File: config.mk
export PLATFORM = sky130hd
export DESIGN_NAME = dma_chan_engine
export DESIGN_NICKNAME = d
export VERILOG_FILES = /design/src/rtl/dma_chan_pkg.sv /design/src/rtl/dma_chan_regs.sv /design/src/rtl/dma_chan_addr_gen.sv /design/src/rtl/dma_chan_xfer_fsm.sv /design/src/rtl/dma_chan_engine.sv
export SDC_FILE = /design/constraint.sdc
export NUM_CORES = 1
export LEC_CHECK = 0
export ABC_AREA = 1
export BUFFER_PORTS_ARGS = -buffer_cell sky130_fd_sc_hd__buf_4
export CAP_MARGIN = 20
export CORE_MARGIN = 10
export CORE_UTILIZATION = 40
export CTS_CLUSTER_SIZE = 25
export DETAILED_ROUTE_END_ITERATION = 10
export PLACE_DENSITY_LB_ADDON = 0.12
export SKIP_LAST_GASP = 1
export SLEW_MARGIN = 20
export SYNTH_ARGS = -nofsm -noshare
export SYNTH_HDL_FRONTEND = slang
export SYNTH_HIERARCHICAL = 1
export SYNTH_SLANG_ARGS = --single-unit
File: constraint.sdc
create_clock -name clk -period 2.72 [get_ports clk]
set_input_delay 0.272 -clock clk [delete_from_list [all_inputs] [get_ports clk]]
set_output_delay 0.272 -clock clk [all_outputs]
set_load 0.02 [all_outputs]
File: src/rtl/dma_chan_pkg.sv
package dma_chan_pkg;

  localparam int DATA_W = 32;

  typedef enum logic [1:0] {
    SZ_8   = 2'b00,
    SZ_16  = 2'b01,
    SZ_32  = 2'b10,
    SZ_RSV = 2'b11
  } item_size_e;

  typedef enum logic [1:0] {
    ST_IDLE,
    ST_RD_REQ,
    ST_RD_RESP,
    ST_WR
  } xfer_state_e;

  typedef struct packed {
    logic       minc;
    logic       pinc;
    item_size_e msize;
    item_size_e psize;
    logic       m2m;
    logic       circ;
    logic       dir;
  } chan_cfg_t;

  localparam int SIDE_PER = 0;
  localparam int SIDE_MEM = 1;
  localparam int N_SIDES  = 2;

  localparam logic [1:0] REG_CTRL  = 2'd0;
  localparam logic [1:0] REG_COUNT = 2'd1;
  localparam logic [1:0] REG_PADDR = 2'd2;
  localparam logic [1:0] REG_MADDR = 2'd3;

  localparam int CB_EN      = 0;
  localparam int CB_DIR     = 1;
  localparam int CB_CIRC    = 2;
  localparam int CB_M2M     = 3;
  localparam int CB_PSIZE   = 4;
  localparam int CB_MSIZE   = 6;
  localparam int CB_PINC    = 8;
  localparam int CB_MINC    = 9;
  localparam int CB_CLR_ERR = 30;
  localparam int CB_CLR_TC  = 31;

  function automatic logic [2:0] size_bytes(item_size_e s);
    case (s)
      SZ_8:    return 3'd1;
      SZ_16:   return 3'd2;
      default: return 3'd4;
    endcase
  endfunction

  function automatic logic [DATA_W-1:0] size_mask(logic [DATA_W-1:0] d, item_size_e s);
    case (s)
      SZ_8:    return {{(DATA_W-8){1'b0}}, d[7:0]};
      SZ_16:   return {{(DATA_W-16){1'b0}}, d[15:0]};
      default: return d;
    endcase
  endfunction

endpackage

File: src/rtl/dma_chan_regs.sv
module dma_chan_regs
  import dma_chan_pkg::*;
#(
  parameter int ADDR_W = 32,
  parameter int CNT_W  = 16
) (
  input  logic              clk,
  input  logic              rst_n,
  input  logic              reg_we,
  input  logic [1:0]        reg_addr,
  input  logic [31:0]       reg_wdata,
  input  logic              busy,
  input  logic              tc_set,
  input  logic              blk_end,
  output chan_cfg_t         cfg,
  output logic              enable,
  output logic              start,
  output logic [CNT_W-1:0]  base_cnt,
  output logic [ADDR_W-1:0] base_paddr,
  output logic [ADDR_W-1:0] base_maddr,
  output logic              tc_flag,
  output logic              cfg_err
);

  logic ctrl_wr, locked, bad_combo, bad_try;
  logic unused_wbits;

  assign ctrl_wr   = reg_we && (reg_addr == REG_CTRL);
  assign locked    = enable || busy;
  assign bad_combo = reg_wdata[CB_CIRC] && reg_wdata[CB_M2M];
  assign start     = ctrl_wr && !locked && reg_wdata[CB_EN] && !bad_combo;
  assign bad_try   = ctrl_wr && !locked && reg_wdata[CB_EN] && bad_combo;
  assign unused_wbits = ^reg_wdata[29:10];

  always_ff @(posedge clk or negedge rst_n) begin
    if (!rst_n) begin
      cfg        <= '0;
      enable     <= 1'b0;
      base_cnt   <= '0;
      base_paddr <= '0;
      base_maddr <= '0;
      tc_flag    <= 1'b0;
      cfg_err    <= 1'b0;
    end else begin
      if (ctrl_wr && !locked) begin
        cfg.dir   <= reg_wdata[CB_DIR];
        cfg.circ  <= reg_wdata[CB_CIRC];
        cfg.m2m   <= reg_wdata[CB_M2M];
        cfg.psize <= item_size_e'(reg_wdata[CB_PSIZE+:2]);
        cfg.msize <= item_size_e'(reg_wdata[CB_MSIZE+:2]);
        cfg.pinc  <= reg_wdata[CB_PINC];
        cfg.minc  <= reg_wdata[CB_MINC];
      end
      if (blk_end) begin
        enable <= 1'b0;
      end else if (ctrl_wr) begin
        if (!locked)                enable <= start;
        else if (!reg_wdata[CB_EN]) enable <= 1'b0;
      end
      if (reg_we && !locked) begin
        if (reg_addr == REG_COUNT) base_cnt   <= reg_wdata[CNT_W-1:0];
        if (reg_addr == REG_PADDR) base_paddr <= reg_wdata[ADDR_W-1:0];
        if (reg_addr == REG_MADDR) base_maddr <= reg_wdata[ADDR_W-1:0];
      end
      if (tc_set)                                tc_flag <= 1'b1;
      else if (ctrl_wr && reg_wdata[CB_CLR_TC])  tc_flag <= 1'b0;
      if (bad_try)                               cfg_err <= 1'b1;
      else if (ctrl_wr && reg_wdata[CB_CLR_ERR]) cfg_err <= 1'b0;
    end
  end

  assert_bad_combo_R8: assert property (@(posedge clk) disable iff (!rst_n)
    bad_try |=> (cfg_err && !enable));

  assert_lock_bases_R11: assert property (@(posedge clk) disable iff (!rst_n)
    enable |=> ($stable(base_cnt) && $stable(base_paddr) && $stable(base_maddr)));

  assert_tc_set_wins_R11: assert property (@(posedge clk) disable iff (!rst_n)
    tc_set |=> tc_flag);

endmodule

File: src/rtl/dma_chan_addr_gen.sv
module dma_chan_addr_gen
  import dma_chan_pkg::*;
#(
  parameter int ADDR_W = 32
) (
  input  logic              clk,
  input  logic              rst_n,
  input  logic              load,
  input  logic              step,
  input  logic [ADDR_W-1:0] base,
  input  item_size_e        size,
  output logic [ADDR_W-1:0] cur
);

  localparam int PAD_W = ADDR_W - 3;

  logic [ADDR_W-1:0] stride;
  assign stride = {{PAD_W{1'b0}}, size_bytes(size)};

  always_ff @(posedge clk or negedge rst_n) begin
    if (!rst_n)    cur <= '0;
    else if (load) cur <= base;
    else if (step) cur <= cur + stride;
  end

  assert_hold_without_step_R3: assert property (@(posedge clk) disable iff (!rst_n)
    (!load && !step) |=> $stable(cur));

endmodule

File: src/rtl/dma_chan_xfer_fsm.sv
module dma_chan_xfer_fsm
  import dma_chan_pkg::*;
#(
  parameter int CNT_W = 16
) (
  input  logic              clk,
  input  logic              rst_n,
  input  logic              enable,
  input  logic              start,
  input  logic              m2m,
  input  logic              circ,
  input  logic              dreq,
  input  logic [CNT_W-1:0]  base_cnt,
  input  item_size_e        src_size,
  input  item_size_e        dst_size,
  output logic              rd_req_valid,
  input  logic              rd_req_ready,
  input  logic              rd_resp_valid,
  output logic              rd_resp_ready,
  input  logic [DATA_W-1:0] rd_resp_data,
  output logic              wr_valid,
  input  logic              wr_ready,
  output logic [DATA_W-1:0] wr_data,
  output logic              busy,
  output logic              item_done,
  output logic              tc_set,
  output logic              blk_end,
  output logic              reload,
  output logic [CNT_W-1:0]  cnt
);

  xfer_state_e state_q, state_d;
  logic trig, last_item, go;

  assign trig      = m2m || dreq;
  assign last_item = (cnt == CNT_W'(1));
  assign go        = enable && (cnt != '0) && trig;

  assign rd_req_valid  = (state_q == ST_RD_REQ);
  assign rd_resp_ready = (state_q == ST_RD_RESP);
  assign wr_valid      = (state_q == ST_WR);
  assign busy          = (state_q != ST_IDLE);
  assign item_done     = wr_valid && wr_ready;
  assign tc_set        = item_done && last_item;
  assign reload        = tc_set && circ;
  assign blk_end       = tc_set && !circ;

  always_comb begin
    state_d = state_q;
    case (state_q)
      ST_IDLE:    if (go)            state_d = ST_RD_REQ;
      ST_RD_REQ:  if (rd_req_ready)  state_d = ST_RD_RESP;
      ST_RD_RESP: if (rd_resp_valid) state_d = ST_WR;
      ST_WR:      if (wr_ready)      state_d = ST_IDLE;
      default:                       state_d = ST_IDLE;
    endcase
  end

  always_ff @(posedge clk or negedge rst_n) begin
    if (!rst_n) begin
      state_q <= ST_IDLE;
      cnt     <= '0;
      wr_data <= '0;
    end else begin
      state_q <= state_d;
      if (start || reload) cnt <= base_cnt;
      else if (item_done)  cnt <= cnt - CNT_W'(1);
      if (rd_resp_valid && rd_resp_ready)
        wr_data <= size_mask(size_mask(rd_resp_data, src_size), dst_size);
    end
  end

  assert_rd_req_hold_R12: assert property (@(posedge clk) disable iff (!rst_n)
    (rd_req_valid && !rd_req_ready) |=> rd_req_valid);

  assert_wr_hold_R12: assert property (@(posedge clk) disable iff (!rst_n)
    (wr_valid && !wr_ready) |=> (wr_valid && $stable(wr_data)));

  assert_zero_count_R9: assert property (@(posedge clk) disable iff (!rst_n)
    (!busy && cnt == '0 && !start) |=> !rd_req_valid);

  assert_disabled_no_start_R10: assert property (@(posedge clk) disable iff (!rst_n)
    (!busy && !enable) |=> !rd_req_valid);

endmodule

File: src/rtl/dma_chan_engine.sv
module dma_chan_engine
  import dma_chan_pkg::*;
#(
  parameter int ADDR_W = 32,
  parameter int CNT_W  = 16
) (
  input  logic              clk,
  input  logic              rst_n,
  input  logic              reg_we,
  input  logic [1:0]        reg_addr,
  input  logic [31:0]       reg_wdata,
  input  logic              dreq,
  output logic              dreq_ack,
  output logic              rd_req_valid,
  input  logic              rd_req_ready,
  output logic [ADDR_W-1:0] rd_req_addr,
  output logic [1:0]        rd_req_size,
  input  logic              rd_resp_valid,
  output logic              rd_resp_ready,
  input  logic [31:0]       rd_resp_data,
  output logic              wr_valid,
  input  logic              wr_ready,
  output logic [ADDR_W-1:0] wr_addr,
  output logic [1:0]        wr_size,
  output logic [31:0]       wr_data,
  output logic              ch_enabled,
  output logic              tc_flag,
  output logic              cfg_err,
  output logic [CNT_W-1:0]  remaining
);

  chan_cfg_t         cfg;
  logic              enable, start, busy, item_done, tc_set, blk_end, reload;
  logic [CNT_W-1:0]  base_cnt;
  logic [ADDR_W-1:0] base_paddr, base_maddr;
  logic [ADDR_W-1:0] side_base [N_SIDES];
  logic [ADDR_W-1:0] side_cur  [N_SIDES];
  logic              side_inc  [N_SIDES];
  item_size_e        side_size [N_SIDES];
  int unsigned       src_idx, dst_idx;
  item_size_e        src_size, dst_size;

  dma_chan_regs #(.ADDR_W(ADDR_W), .CNT_W(CNT_W)) i_regs (
    .clk        (clk),
    .rst_n      (rst_n),
    .reg_we     (reg_we),
    .reg_addr   (reg_addr),
    .reg_wdata  (reg_wdata),
    .busy       (busy),
    .tc_set     (tc_set),
    .blk_end    (blk_end),
    .cfg        (cfg),
    .enable     (enable),
    .start      (start),
    .base_cnt   (base_cnt),
    .base_paddr (base_paddr),
    .base_maddr (base_maddr),
    .tc_flag    (tc_flag),
    .cfg_err    (cfg_err)
  );

  assign side_base[SIDE_PER] = base_paddr;
  assign side_base[SIDE_MEM] = base_maddr;
  assign side_inc[SIDE_PER]  = cfg.pinc;
  assign side_inc[SIDE_MEM]  = cfg.minc;
  assign side_size[SIDE_PER] = cfg.psize;
  assign side_size[SIDE_MEM] = cfg.msize;

  for (genvar g = 0; g < N_SIDES; g++) begin : g_side
    dma_chan_addr_gen #(.ADDR_W(ADDR_W)) i_addr (
      .clk   (clk),
      .rst_n (rst_n),
      .load  (start || reload),
      .step  (item_done && side_inc[g]),
      .base  (side_base[g]),
      .size  (side_size[g]),
      .cur   (side_cur[g])
    );
  end

  assign src_idx  = cfg.dir ? SIDE_MEM : SIDE_PER;
  assign dst_idx  = cfg.dir ? SIDE_PER : SIDE_MEM;
  assign src_size = side_size[src_idx];
  assign dst_size = side_size[dst_idx];

  dma_chan_xfer_fsm #(.CNT_W(CNT_W)) i_fsm (
    .clk           (clk),
    .rst_n         (rst_n),
    .enable        (enable),
    .start         (start),
    .m2m           (cfg.m2m),
    .circ          (cfg.circ),
    .dreq          (dreq),
    .base_cnt      (base_cnt),
    .src_size      (src_size),
    .dst_size      (dst_size),
    .rd_req_valid  (rd_req_valid),
    .rd_req_ready  (rd_req_ready),
    .rd_resp_valid (rd_resp_valid),
    .rd_resp_ready (rd_resp_ready),
    .rd_resp_data  (rd_resp_data),
    .wr_valid      (wr_valid),
    .wr_ready      (wr_ready),
    .wr_data       (wr_data),
    .busy          (busy),
    .item_done     (item_done),
    .tc_set        (tc_set),
    .blk_end       (blk_end),
    .reload        (reload),
    .cnt           (remaining)
  );

  assign rd_req_addr = side_cur[src_idx];
  assign rd_req_size = src_size;
  assign wr_addr     = side_cur[dst_idx];
  assign wr_size     = dst_size;
  assign dreq_ack    = item_done && !cfg.m2m;
  assign ch_enabled  = enable;

  assert_circ_addr_reload_R7: assert property (@(posedge clk) disable iff (!rst_n)
    reload |=> (rd_req_addr == $past(side_base[src_idx]) && wr_addr == $past(side_base[dst_idx])));

  assert_circ_stays_on_R7: assert property (@(posedge clk) disable iff (!rst_n)
    (reload && ch_enabled) |=> ch_enabled);

  assert_m2m_end_disables_R6: assert property (@(posedge clk) disable iff (!rst_n)
    (tc_set && !cfg.circ) |=> !ch_enabled);

  assert_rd_addr_stable_R12: assert property (@(posedge clk) disable iff (!rst_n)
    (rd_req_valid && !rd_req_ready) |=> $stable(rd_req_addr));

endmodule

======== Word level (Yosys, flattened, before mapping) ========
Index checks and enable logic that the tools add are counted.
cells by class
  $add $sub $neg .......................... 3
  multiplexer cells ....................... 37
  bitwise logic cells ..................... 2
  order comparisons ....................... 2
  reduce and logical (&&, ||, !) cells .... 45
  equal/unequal tests ..................... 16
operator list
  cell                                                                      number
  32-bit two-way mux                                                        10
  32-bit one-hot mux with 2 select lines                                    2
  33-bit by 2-bit >= comparator with 1-bit output (second input constant)   2
  1-bit NOT with 33-bit output                                              2
  32-bit by 3-bit adder with 32-bit output                                  2
  16-bit two-way mux                                                        2
  2-bit two-way mux                                                         10
  1-bit logical AND                                                         19
  16-bit by 1-bit equality test with 1-bit output (second input constant)   1
  16-bit nonzero test                                                       1
  16-bit by 1-bit subtractor with 16-bit output (second input constant)     1
  2-bit nonzero test                                                        7
  2-bit by 1-bit equality test with 1-bit output (second input constant)    6
  2-bit zero test                                                           6
  3-bit one-hot mux with 2 select lines                                     2
  1-bit two-way mux                                                         10
  2-bit equality test (second input constant)                               4
  2-bit one-hot mux with 4 select lines                                     1
  2-bit AND reduction                                                       4
  1-bit zero test                                                           4
  2-bit by 1-bit inequality test with 1-bit output (second input constant)  2
  2-bit inequality test (second input constant)                             2
  4-bit AND reduction                                                       1
  1-bit logical OR                                                          3
  3-bit inequality test (second input constant)                             1
word-level totals
  output and inout port bits .............. 123
  word-level logic and storage cells ...... 123
  register bits after elaboration ......... 206

======== Depth between registers and ports, before layout ========
Gate-level depths: netlist of the first run.
  depth after elaboration ................. 9
  depth in mapped cells ................... 14
  gate-level depth less buffers ........... 14

======== Hierarchy ========
Netlist of the first run, hierarchy kept.
by module, submodules not included
  module                                 times used  cells an instance  area an instance (um^2)
  dma_chan_regs                          1           345                3,686.0
  dma_chan_xfer_fsm                      1           339                2,613.8
  dma_chan_addr_gen at g_side[0].i_addr  1           337                2,377.3
  dma_chan_addr_gen at g_side[1].i_addr  1           344                2,357.3
  dma_chan_engine                        1           227                899.6

======== Worst setup path after synthesis of the first run ========
Ideal clock, no wire load.
  path kind ............................... register to register
  from .................................... register i_fsm.state_q[0]
  to ...................................... register g_side[0].i_addr.cur[15]
  data required time ...................... 2.653 ns
  period minus slack after synthesis ...... 2.378 ns
  path buffers ............................ 2
  setup slack ............................. 0.342 ns
  arrival time ............................ 2.312 ns
  cell stages (with the launch flop) ...... 14
  cells stage by stage .................... dfrtp_1 -> ha_1 -> nand2_2 -> inv_2 -> nand3_1 -> nor2_2 -> nand3_4 -> inv_1 -> or2_2 -> clkbuf_1 -> nor2_1 -> clkbuf_1 -> a22oi_1 -> nand2_1
RTL lines
  element                                                          RTL line                 source
  start, declared                                                  dma_chan_xfer_fsm.sv:32  xfer_state_e state_q, state_d;
  start signal, assigned                                           dma_chan_xfer_fsm.sv:65  state_q <= state_d;
  2-bit equality test (*)                                          dma_chan_xfer_fsm.sv:41  assign wr_valid = (state_q == ST_WR);
  named net wr_valid                                               dma_chan_engine.sv:21    output logic wr_valid,
  1-bit logical AND (*)                                            dma_chan_xfer_fsm.sv:43  assign item_done = wr_valid && wr_ready;
  named net item_done                                              dma_chan_engine.sv:33    logic enable, start, busy, item_done, tc_set, blk_end, reload;
  1-bit logical AND (*)                                            dma_chan_xfer_fsm.sv:44  assign tc_set = item_done && last_item;
  1-bit logical AND (*)                                            dma_chan_xfer_fsm.sv:45  assign reload = tc_set && circ;
  named net reload                                                 dma_chan_engine.sv:33
  1-bit logical OR (*)                                             dma_chan_engine.sv:73    .load (start || reload),
  32-bit two-way mux / 2-bit nonzero test (equally long branches)  -
  end signal, assigned                                             dma_chan_addr_gen.sv:22  else if (load) cur <= base;
  end signal, assigned                                             dma_chan_addr_gen.sv:23  else if (step) cur <= cur + stride;
  end, declared                                                    dma_chan_addr_gen.sv:12  output logic [ADDR_W-1:0] cur
Mark *: on every way through the listed nets, which the timed path passes. The rest lies on a longest branch.
A chain may end at the register's enable or synchronous reset.

======== Worst setup path in the final report of the first run ========
  from .................................... register i_fsm.state_q[0]
  to ...................................... register g_side[1].i_addr.cur[8]
on the way
  longest elaborated chain between the ends .. 8
ends and longest elaborated chain
  element                                                          RTL line                 source
  2-bit nonzero test (*)                                           dma_chan_xfer_fsm.sv:42  assign busy = (state_q != ST_IDLE);
  named net busy                                                   dma_chan_engine.sv:33
  1-bit logical OR (*)                                             dma_chan_regs.sv:29      assign locked = enable || busy;
  1-bit zero test (*)                                              dma_chan_regs.sv:31      assign start = ctrl_wr && !locked && reg_wdata[CB_EN] && !bad_combo;
  1-bit logical AND (*) (3 in a row)                               dma_chan_regs.sv:31
  named net start                                                  dma_chan_engine.sv:33
  1-bit logical OR (*)                                             dma_chan_engine.sv:73
  32-bit two-way mux / 2-bit nonzero test (equally long branches)  -
  end signal, assigned                                             dma_chan_addr_gen.sv:22
  end signal, assigned                                             dma_chan_addr_gen.sv:23
  end, declared                                                    dma_chan_addr_gen.sv:12
Marked as above.

==> impl_metrics.env, run 1 <==
export IMPL_synth_area_per_cell_um2=7.496
export IMPL_hold_path_class="input pin to flip-flop"
export IMPL_drt_wl_total_um=40370
export IMPL_grt_antenna_before_repair=1
export IMPL_fmax_mhz=400.4
export IMPL_path_max_fanout=24
export IMPL_clock_root_buffer="clkbuf_16"
export IMPL_track_usage_pct=21.44
export IMPL_drtIter0Drc=959
export IMPL_nNetsFinal=1894
export IMPL_cts_max_level=1
export IMPL_io_buffers=195
export IMPL_post_route_util_pct=50.18
export IMPL_insertion_delay_ns=0.53
export IMPL_p_leak_nw=7.414
export IMPL_yosysSeqAreaShare_pct=43.20
export IMPL_chipHeight_um=192.7
export IMPL_synth_top_area_share_pct=43.20
export IMPL_crit_path_start="i_fsm/state_q[0]$_DFFE_PN0P_"
export IMPL_synth_compound_area_share_pct=11.50
export IMPL_place_ws_ns=0.2041
export IMPL_min_path_cells=3
export IMPL_syn_area_um2=11930
export IMPL_synth_edf_count=0
export IMPL_min_period_ns=2.498
export IMPL_drive_gt1_share_pct=19.64
export IMPL_drt_pre_antenna_iters=5
export IMPL_status="finished, final reports clean"
export IMPL_vias=11120
export IMPL_cp_required_ns=3.11
export IMPL_fin_crit_sh_pct=91.83
export IMPL_grt_max_degree=78
export IMPL_drc=0
export IMPL_ioPinCount=196
export IMPL_r2r_start="i_fsm/state_q[0]$_DFFE_PN0P_"
export IMPL_core_area_um2=29560
export IMPL_met1_usage_pct=29.14
export IMPL_grt_ovfl_total=0
export IMPL_num_rows=63
export IMPL_slew_headroom_pct=51.45
export IMPL_post_cts_buffers=0
export IMPL_cp_start_kind="flip-flop"
export IMPL_grt_busiest_layer="met2"
export IMPL_p_clk_share_pct=18.6
export IMPL_crit_arrival_ns=2.89
export IMPL_cts_tree="built"
export IMPL_crit_family="simple AND/OR/NAND/NOR gates"
export IMPL_hold_viol_final=0
export IMPL_die_area_um2=37140
export IMPL_met3_usage_pct=2.982
export IMPL_start_util_pct=40.37
export IMPL_grt_util_met2_pct=34.64
export IMPL_setup_slack_ns=0.2222
export IMPL_cts_clk_slew_worst_paths_ns=0.06
export IMPL_holdWs_ns=0.01981
export IMPL_wl_per_cell_um=18.28
export IMPL_report_final_slew_viol_count=0
export IMPL_cts_sinks=206
export IMPL_place_gp_congestion=0.9140
export IMPL_fin_worst_skew_ns=0.01033
export IMPL_cp_slowest_stage_delay_ns=0.41
export IMPL_synth_area_top_cells="dfrtp_1 43%, nand2_1 22%, nor2_1 3.5%"
export IMPL_crit_path_cell_trace="inv_1 -> ha_1 -> inv_1 -> nor2_8 -> inv_1 -> nor2_1 -> nand2_1 -> a21oi_1 -> or2_4 -> nor2_1 -> buf_12 -> inv_1 -> o21ai_0"
export IMPL_area_delta_synth_final_pct=24.28
export IMPL_cp_end_kind="flip-flop"
export IMPL_synth_xor_area_share_pct=2.495
export IMPL_reg2reg_depth=13
export IMPL_power_density_nw_per_um2=1125
export IMPL_p_int_w=0.009163
export IMPL_pwr_share_comb_pct=43.6
export IMPL_worst_setup_path_type="flip-flop to flip-flop"
export IMPL_synth_top_family_by_area="simple AND/OR/NAND/NOR gates"
export IMPL_synthDistinctLibCells=42
export IMPL_async_flop_share_pct=100.0
export IMPL_yosys_warnings=6
export IMPL_clockBufferDepth=3
export IMPL_ys_ff_latch=206
export IMPL_switching_share_pct=45.10
export IMPL_yosysMostFrequentCell="nand2_1"
export IMPL_rsz0062_at_grt="false"
export IMPL_dieWidth_um=192.7
export IMPL_synth_fa_ha_area_share_pct=1.698
export IMPL_setup_tns_final_ns=0
export IMPL_synth_simple_gate_area_share_pct=34.22
export IMPL_ir_drop_uv=559.9
export IMPL_dp_hpwl_um=30250
export IMPL_crit_slowest_cell="dfrtp_1"
export IMPL_switching_power_w=0.007527
export IMPL_synth_largest_area_cell="dfrtp_1"
export IMPL_hold_path_end="i_regs/enable$_DFFE_PN0P_"
export IMPL_setup_viol=0
export IMPL_reg2reg_slack_ns=0.22
export IMPL_worst_path_most_repeated_cell="inv_1"
export IMPL_synth_mux_area_share_pct=0
export IMPL_synthTopCellsByCount="695 x nand2_1, 206 x dfrtp_1, 110 x nor2_1"
export IMPL_cts_buffers=25
export IMPL_synthCells=1592
export IMPL_ant_nets=0
export IMPL_min_delay_start="reg_wdata[0]"
export IMPL_power_frac_seq_pct=37.8
export IMPL_tightest_slew_ns=0.7282
export IMPL_grt_pass1_vias=10690
export IMPL_syn_nets=1680
export IMPL_rr_endpoint="g_side[1].i_addr/cur[8]$_DFFE_PN0P_"
export IMPL_crit_buf_inv=5
export IMPL_drv_cap=0
export IMPL_grt_first_pass_wirelength_um=62260
export IMPL_ys_flop_type="dfrtp_1"
export IMPL_vias_per_cell=5.034
## worst reg2reg max path: stages, from the launching register on
cell	delay [ns]
dfrtp_1	0.41
inv_1	0.12
ha_1	0.18
inv_1	0.09
nor2_8	0.18
inv_1	0.07
nor2_1	0.14
nand2_1	0.09
a21oi_1	0.19
or2_4	0.25
nor2_1	0.11
buf_12	0.17
inv_1	0.24
o21ai_0	0.14
## through the flow
step	std cells	power [W]	cell area, um2
floorplan	1592	0.01037	11930
global placement	2139	0.01346	13780
detailed placement	2139	0.01355	13780
CTS	2208	0.01677	14830
global route	2209	0.01786	14830
finish	2209	0.01669	14830
## routing by layer
layer	routed length [um]	share of wire [%]
met1	17710	44
met2	19400	48
met3	2018	5.0
met4	1241	3.1
met5	0	0
## state kept, by name, summed over array words and instances (netlist names)
| signal | count |
|---|---|
| i_fsm/cnt | 16 |
| i_regs/cfg | 9 |
| i_fsm/wr_data | 32 |
| i_regs/cfg_err | 1 |
| i_regs/base_paddr | 32 |
| g_side.i_addr/cur | 64 |
| i_regs/tc_flag | 1 |
| i_regs/base_cnt | 16 |
| i_regs/base_maddr | 32 |
| i_regs/enable | 1 |
| i_fsm/state_q | 2 |
## timing repair
item                       in CTS  in global routing
resized for setup               0                  1
setup endpoints to repair       0                 10
hold buffers                   30                  0
hold endpoints to repair      101                  0
## worst max-delay path by stage
stage,end,depth (start not counted)
6_report,g_side[1].i_addr/cur[8]$_DFFE_PN0P_,13
3_3_place_gp,g_side[1].i_addr/cur[5]$_DFFE_PN0P_,13
3_5_place_dp,g_side[1].i_addr/cur[8]$_DFFE_PN0P_,13
2_1_floorplan,g_side[0].i_addr/cur[15]$_DFFE_PN0P_,13
5_1_grt,g_side[1].i_addr/cur[7]$_DFFE_PN0P_,13
4_1_cts,g_side[1].i_addr/cur[8]$_DFFE_PN0P_,13
## area by class of cell
class / instances / area [um2]
diodes: 1 / 2.502
clock buffers: 36 / 726.9
inverters: 118 / 446.7
clock inverters: 3 / 21.27
well taps: 390 / 488.0
fillers: 2943 / 14730
flip-flops and latches: 206 / 5156
repair buffers: 244 / 2026
multi-input cells: 1211 / 5964
## cell usage in the layout (no fill, tap or decap), drive strengths merged
| cell | synthesis | routed |
|---|---|---|
| nand2 | 707 | 707 |
| buf | 41 | 213 |
| dfrtp | 206 | 206 |
| nor2 | 138 | 138 |
| o21ai | 135 | 135 |
| inv | 116 | 117 |
| nand3 | 79 | 79 |
| a22oi | 54 | 54 |
| clkbuf | 16 | 37 |
| dlygate4sd3 | 0 | 30 |
| xor2 | 23 | 23 |
| nand3b | 15 | 15 |
| ha | 13 | 13 |
| xnor2 | 11 | 11 |
| a21oi | 8 | 8 |
| nor3 | 5 | 5 |
| nand4 | 5 | 5 |
| o211ai | 4 | 4 |
| a21o | 4 | 4 |
| clkinv | 2 | 3 |
| or2 | 3 | 3 |
| o21bai | 2 | 2 |
| fa | 2 | 2 |
| diode | 0 | 1 |
| clkinvlp | 0 | 1 |
| o22a | 1 | 1 |
| o21a | 1 | 1 |
| o22ai | 1 | 1 |
## cell families after synthesis
group	count (synthesis)
AOI/OAI and AO/OA	210
DFF	206
adders and majority gates	15
xor gates and xnor gates	34
buffers and inverters	175
and+or+nand+nor	952
## power by group through the flow
stage               logic [W]  registers (W)  clock network, W
finish                0.00727        0.00631           0.00311
global route          0.00805        0.00649           0.00331
CTS                   0.00733        0.00625           0.00318
detailed placement    0.00727        0.00628                 0
global placement      0.00718        0.00629                 0
floorplan             0.00450        0.00588                 0
Power figures use the tool's default switching activity.
==> run 2: changes to the inputs <==
--- a/config.mk
+++ b/config.mk
@@ -13,6 +13,7 @@
 export CTS_CLUSTER_SIZE = 25
 export DETAILED_ROUTE_END_ITERATION = 10
 export PLACE_DENSITY_LB_ADDON = 0.12
+export RECOVER_POWER = 25
 export SKIP_LAST_GASP = 1
 export SLEW_MARGIN = 20
 export SYNTH_ARGS = -nofsm -noshare
==> run 2 against run 1 <==
Against the previous run:
- the flow now finishes with violations (max-capacitance violations, max-slew violations)
- cell count is the same
- global-route usage unchanged
- worst setup slack lost 0.010 ns
- clock skew up 0.00078 ns
- maximum frequency is 0.40% lower
- total power is 0.11% lower
- largest cell class unchanged
- register-to-register slack barely moved
- sequential cell count stayed put
- critical path type unchanged
- via count hardly changed
- sequential power barely moved
- highest routed layer unchanged
- sequential share of layout area is 0.074 points higher
- core utilization is 0.11 points lower
==> impl_metrics.env, run 2 (synthesis gave the netlist of run 1 again) <==
export IMPL_status="finished with violations"
export IMPL_failed_checks="max-capacitance violations, max-slew violations"
export IMPL_setup_tns_final_ns=0
export IMPL_cts_sinks=206
export IMPL_cp_start_kind="flip-flop"
export IMPL_setup_viol=0
export IMPL_worst_setup_path_type="flip-flop to flip-flop"
export IMPL_num_rows=63
export IMPL_clock_root_buffer="clkbuf_16"
export IMPL_grt_antenna_before_repair=1
export IMPL_grt_pass1_vias=10690
export IMPL_drive_gt1_share_pct=19.64
export IMPL_path_max_fanout=24
export IMPL_io_buffers=195
export IMPL_setup_slack_ns=0.2122
export IMPL_cts_tree="built"
export IMPL_hold_viol_final=0
export IMPL_drt_wl_total_um=40310
export IMPL_p_clk_share_pct=18.6
export IMPL_report_final_slew_viol_count=78
export IMPL_start_util_pct=40.37
export IMPL_nNetsFinal=1894
export IMPL_switching_share_pct=45.07
export IMPL_final_common_cell="nand2_1"
export IMPL_final_cell_mix="695 x nand2_1, 205 x dfrtp_1, 202 x buf_4"
export IMPL_fin_crit_sh_pct=92.20
export IMPL_pwr_share_comb_pct=43.5
export IMPL_ir_drop_uv=559.4
export IMPL_area_delta_synth_final_pct=24.02
export IMPL_drtIter0Drc=975
export IMPL_power_density_nw_per_um2=1126
export IMPL_fin_worst_skew_ns=0.01111
export IMPL_crit_arrival_ns=2.90
export IMPL_core_area_um2=29560
export IMPL_p_int_w=0.009158
export IMPL_wl_per_cell_um=18.25
export IMPL_cts_max_level=1
export IMPL_cts_buffers=25
export IMPL_cp_end_kind="flip-flop"
export IMPL_min_period_ns=2.508
export IMPL_drc=0
export IMPL_dieWidth_um=192.7
export IMPL_rsz0062_at_grt="false"
export IMPL_vias=11120
export IMPL_place_ws_ns=0.2041
export IMPL_power_frac_seq_pct=37.8
export IMPL_tightest_slew_ns=2.158
export IMPL_place_gp_congestion=0.9140
export IMPL_largest_reg_flops=64
export IMPL_grt_max_degree=78
export IMPL_grt_first_pass_wirelength_um=62260
export IMPL_p_leak_nw=7.403
export IMPL_grt_ovfl_total=0
export IMPL_hold_path_class="input pin to flip-flop"
export IMPL_insertion_delay_ns=0.53
export IMPL_chipHeight_um=192.7
export IMPL_cp_required_ns=3.11
export IMPL_fmax_mhz=398.8
export IMPL_die_area_um2=37140
export IMPL_drv_cap=1
export IMPL_track_usage_pct=21.44
export IMPL_placedCellCount=2139
export IMPL_clockBufferDepth=3
export IMPL_drt_pre_antenna_iters=6
export IMPL_switching_power_w=0.007514
export IMPL_vias_per_cell=5.033
export IMPL_regMostFlops="g_side.i_addr/cur"
export IMPL_fin_cells=2209
export IMPL_ioPinCount=196
export IMPL_dp_hpwl_um=30250
export IMPL_slew_headroom_pct=-43.87
export IMPL_ant_nets=0
export IMPL_cts_clk_slew_worst_paths_ns=0.06
run 2: cell types whose count changed in the layout (fill, tap and decap cells not counted), sizes merged:
cell	delta
buf	-2
clkbuf	+2
run 2: critical path, stage by stage (launching register included):
cell and delay (ns):
dfrtp_1 0.41, inv_1 0.12, ha_1 0.18, inv_1 0.09, nor2_8 0.18, inv_1 0.07, nor2_1 0.14, nand2_1 0.09
a21oi_1 0.19, or2_4 0.25, nor2_1 0.10, buf_12 0.17, inv_1 0.23, o21ai_0 0.14
run 2: path summary, 6_finish.rpt:
path                                                    from                                   to  slack, ns  depth (start not counted)
worst min register to register  i_fsm/wr_data[2]$_DFFE_PN0P_         i_fsm/wr_data[2]$_DFFE_PN0P_       0.48                          2
min in group asynchronous                              rst_n  g_side[1].i_addr/cur[9]$_DFFE_PN0P_       0.90                          2
worst max-delay path            i_fsm/state_q[0]$_DFFE_PN0P_  g_side[1].i_addr/cur[8]$_DFFE_PN0P_       0.21                         13
worst min-delay path                            reg_wdata[0]            i_regs/enable$_DFFE_PN0P_       0.02                          3
worst max register to register  i_fsm/state_q[0]$_DFFE_PN0P_  g_side[1].i_addr/cur[8]$_DFFE_PN0P_       0.21                         13
max in group asynchronous                              rst_n             i_fsm/cnt[7]$_DFFE_PN0P_       0.48                          3
run 2: timing repair:
action,in CTS,in global routing
gates resized for setup,0,1
buffers inserted,0,0
endpoints found under the hold margin,101,0
setup endpoints to repair,0,10
hold buffers,30,0
run 2: cell type report:
| type | instances | area (um2) |
|---|---|---|
| sequential | 206 | 5156 |
| clock buffer | 36 | 726.9 |
| clock inverter | 3 | 21.27 |
| tap | 390 | 488.0 |
| fill | 2948 | 14760 |
| antenna | 1 | 2.502 |
| multi-input combinational | 1211 | 5964 |
| inverter | 118 | 446.7 |
| timing repair buffer | 244 | 1994 |
run 2: power by group through the flow:
stage	registers (W)	clock network, W	logic [W]
after floorplan	0.00588	0	0.00450
after global placement	0.00629	0	0.00718
after detailed placement	0.00628	0	0.00727
after CTS	0.00625	0.00318	0.00733
after global routing	0.00649	0.00331	0.00805
final	0.00630	0.00311	0.00726
run 2: stage by stage:
step	util, %	hold WS, ns	instance area [um2]	power, W
3_5_place_dp	46.61	0.3672	13780	0.01355
5_1_grt	50.07	0.02850	14800	0.01785
4_1_cts	50.16	0.001830	14830	0.01677
3_3_place_gp	46.61	0.3655	13780	0.01346
6_report	50.07	0.01791	14800	0.01667
2_1_floorplan	-	-0.02359	11930	0.01037
run 2: metal layers:
layer	vias up	global-route usage, %	wire length (um)
li1	5495	-	-
met1	5303	29.14	17730
met2	259	34.64	19390
met3	60	2.982	1954
met4	0	6.500	1235
met5	-	0	0
==> run 3: changes to the inputs <==
--- a/config.mk
+++ b/config.mk
@@ -9,13 +9,13 @@
 export BUFFER_PORTS_ARGS = -buffer_cell sky130_fd_sc_hd__buf_4
 export CAP_MARGIN = 20
 export CORE_MARGIN = 10
-export CORE_UTILIZATION = 40
+export CORE_UTILIZATION = 35
 export CTS_CLUSTER_SIZE = 25
 export DETAILED_ROUTE_END_ITERATION = 10
 export PLACE_DENSITY_LB_ADDON = 0.12
 export RECOVER_POWER = 25
 export SKIP_LAST_GASP = 1
-export SLEW_MARGIN = 20
+export SLEW_MARGIN = 10
 export SYNTH_ARGS = -nofsm -noshare
 export SYNTH_HDL_FRONTEND = slang
 export SYNTH_HIERARCHICAL = 1
==> run 3 against run 2 <==
Against the previous run:
- the run still ends with max-capacitance violations, max-slew violations left
- critical endpoint unchanged
- via count is 0.25% lower
- combinational power up 0.6%
- core utilization shrank 5.4 points
- first-iteration DRC count decreased by 11%
- critical path depth shrank 1
==> impl_metrics.env, run 3 (synthesis gave the netlist of run 1 again) <==
export IMPL_start_util_pct=35.50
export IMPL_cp_required_ns=3.18
export IMPL_wl_per_cell_um=18.42
export IMPL_crit_buf_inv=4
export IMPL_chipHeight_um=204.7
export IMPL_cts_clk_slew_worst_paths_ns=0.05
export IMPL_report_final_slew_viol_count=57
export IMPL_cp_start_kind="flip-flop"
export IMPL_ant_nets=0
export IMPL_min_period_ns=2.431
export IMPL_fillerInstances=3496
export IMPL_cts_sinks=206
export IMPL_place_gp_congestion=0.8841
export IMPL_tightest_slew_ns=1.731
export IMPL_drt_pre_antenna_iters=7
export IMPL_ioPinCount=196
export IMPL_cts_tree="built"
export IMPL_clock_root_buffer="clkbuf_16"
export IMPL_placedCellCount=2197
export IMPL_grt_pass1_vias=10850
export IMPL_num_rows=67
export IMPL_core_area_um2=33620
export IMPL_fmax_mhz=411.4
export IMPL_path_max_fanout=24
export IMPL_grt_ovfl_total=0
export IMPL_drtIter0Drc=869
export IMPL_nNetsFinal=1901
export IMPL_grt_first_pass_wirelength_um=65020
export IMPL_multiInputGateArea_um2=5964
export IMPL_grt_max_degree=70
export IMPL_vias_per_cell=4.872
export IMPL_io_buffers=195
export IMPL_grt_antenna_before_repair=0
export IMPL_crit_arrival_ns=2.89
export IMPL_failed_checks="max-capacitance violations, max-slew violations"
export IMPL_ir_drop_uv=470.2
export IMPL_regMostFlops="g_side.i_addr/cur"
export IMPL_final_cell_mix="695 x nand2_1, 205 x dfrtp_1, 205 x buf_4"
export IMPL_cts_max_level=1
export IMPL_fin_worst_skew_ns=0.007086
export IMPL_drv_cap=1
export IMPL_drive_gt1_share_pct=19.86
export IMPL_status="finished with violations"
export IMPL_setup_tns_final_ns=0
export IMPL_hold_path_class="input pin to flip-flop"
export IMPL_setup_viol=0
export IMPL_worst_setup_path_type="flip-flop to flip-flop"
export IMPL_track_usage_pct=19.71
export IMPL_p_leak_nw=7.473
export IMPL_crit_family="simple AND/OR/NAND/NOR gates"
export IMPL_num_antenna_cells=0
export IMPL_cts_buffers=26
export IMPL_post_cts_buffers=0
export IMPL_vias=11090
export IMPL_largest_reg_flops=64
export IMPL_drc=0
export IMPL_fin_crit_sh_pct=89.37
export IMPL_crit_path_cell_trace="ha_1 -> nand2_2 -> inv_2 -> nand3_1 -> nor2_2 -> nand3_4 -> inv_1 -> or2_4 -> nor2_1 -> buf_12 -> clkinvlp_4 -> o21ai_0"
export IMPL_dp_hpwl_um=31570
export IMPL_clockBufferDepth=3
export IMPL_crit_slowest_cell="dfrtp_1"
export IMPL_slew_headroom_pct=-15.39
export IMPL_cp_slowest_stage_delay_ns=0.41
export IMPL_insertion_delay_ns=0.54
export IMPL_dieWidth_um=204.7
export IMPL_hold_viol_final=0
export IMPL_area_delta_synth_final_pct=25.85
export IMPL_register_area_um2=5156
export IMPL_die_area_um2=41880
export IMPL_cp_end_kind="flip-flop"
export IMPL_fin_cells=2276
export IMPL_rsz0062_at_grt="false"
export IMPL_post_route_util_pct=44.68
export IMPL_power_density_nw_per_um2=1132
export IMPL_drt_wl_total_um=41920
export IMPL_final_common_cell="nand2_1"
## run 3: cell types whose count changed in the layout (fill, tap and decap cells not counted), sizes merged, moves of 2 or more
cell         previous run  this run
dlygate4sd3            30        35
clkinv                  3         7
buf                   211       213
bufinv                  0         2
clkbuf                 39        37
inv                   117       115
## run 3: final cells by class
class | instances | area share (%)
multi-input combinational | 1211 | 39.71
sequential | 206 | 34.33
timing repair buffer | 250 | 13.71
clock buffer | 35 | 4.823
tap | 448 | 3.732
inverter | 118 | 2.999
clock inverter | 8 | 0.6914
## run 3: final timing paths
| path | depth (start not counted) | endpoint | slack (ns) | start |
|---|---|---|---|---|
| worst max-delay path | 12 | g_side[1].i_addr/cur[8]$_DFFE_PN0P_ | 0.29 | i_fsm/state_q[0]$_DFFE_PN0P_ |
| worst min-delay path | 3 | i_fsm/wr_data[20]$_DFFE_PN0P_ | 0.03 | rd_resp_data[20] |
| worst max register to register | 12 | g_side[1].i_addr/cur[8]$_DFFE_PN0P_ | 0.29 | i_fsm/state_q[0]$_DFFE_PN0P_ |
| worst min register to register | 2 | i_fsm/wr_data[10]$_DFFE_PN0P_ | 0.48 | i_fsm/wr_data[10]$_DFFE_PN0P_ |
| max in group asynchronous | 3 | i_fsm/wr_data[1]$_DFFE_PN0P_ | 0.66 | rst_n |
| min in group asynchronous | 2 | i_regs/base_maddr[29]$_DFFE_PN0P_ | 0.71 | rst_n |
## run 3: metal layers
layer / vias to the layer above / part of all wire [%] / global-route usage (%)
met2: 231 / 49 / 33.16
met1: 5314 / 45 / 26.64
met3: 44 / 4.4 / 2.448
met4: 0 / 1.7 / 3.888
li1: 5500 / - / -
met5: - / 0 / 0
## run 3: power breakdown
| part | internal [W] | total (W) | switching, W |
|---|---|---|---|
| Sequential | 0.00441 | 0.00629 | 0.00188 |
| Combinational | 0.00292 | 0.00730 | 0.00438 |
| Clock | 0.00204 | 0.00341 | 0.00137 |
| Total | 0.00937 | 0.0170 | 0.00763 |
## run 3: worst reg2reg max path: stages (launching register included)
cell        delay, ns
dfrtp_1          0.41
ha_1             0.25
nand2_2          0.14
inv_2            0.08
nand3_1          0.09
nor2_2           0.06
nand3_4          0.11
inv_1            0.06
or2_4            0.31
nor2_1           0.21
buf_12           0.20
clkinvlp_4       0.20
o21ai_0          0.21
## run 3: what timing repair did
item,in CTS,in global routing
endpoints found under the setup margin,0,10
hold endpoints to repair,88,0
resized for setup,0,2
hold buffers,35,0
## run 3: per-stage QoR
stage / area, um2 / power, W / hold WS, ns / worst slack, ns
after floorplan: 11930 / 0.01037 / -0.02359 / 0.3418
after global placement: 13830 / 0.01352 / 0.3082 / 0.2814
after detailed placement: 13830 / 0.01363 / 0.3135 / 0.2137
after CTS: 15000 / 0.01715 / 0.005580 / 0.2128
after global routing: 15020 / 0.01826 / 0.02545 / 0.05986
final: 15020 / 0.01700 / 0.03024 / 0.2892
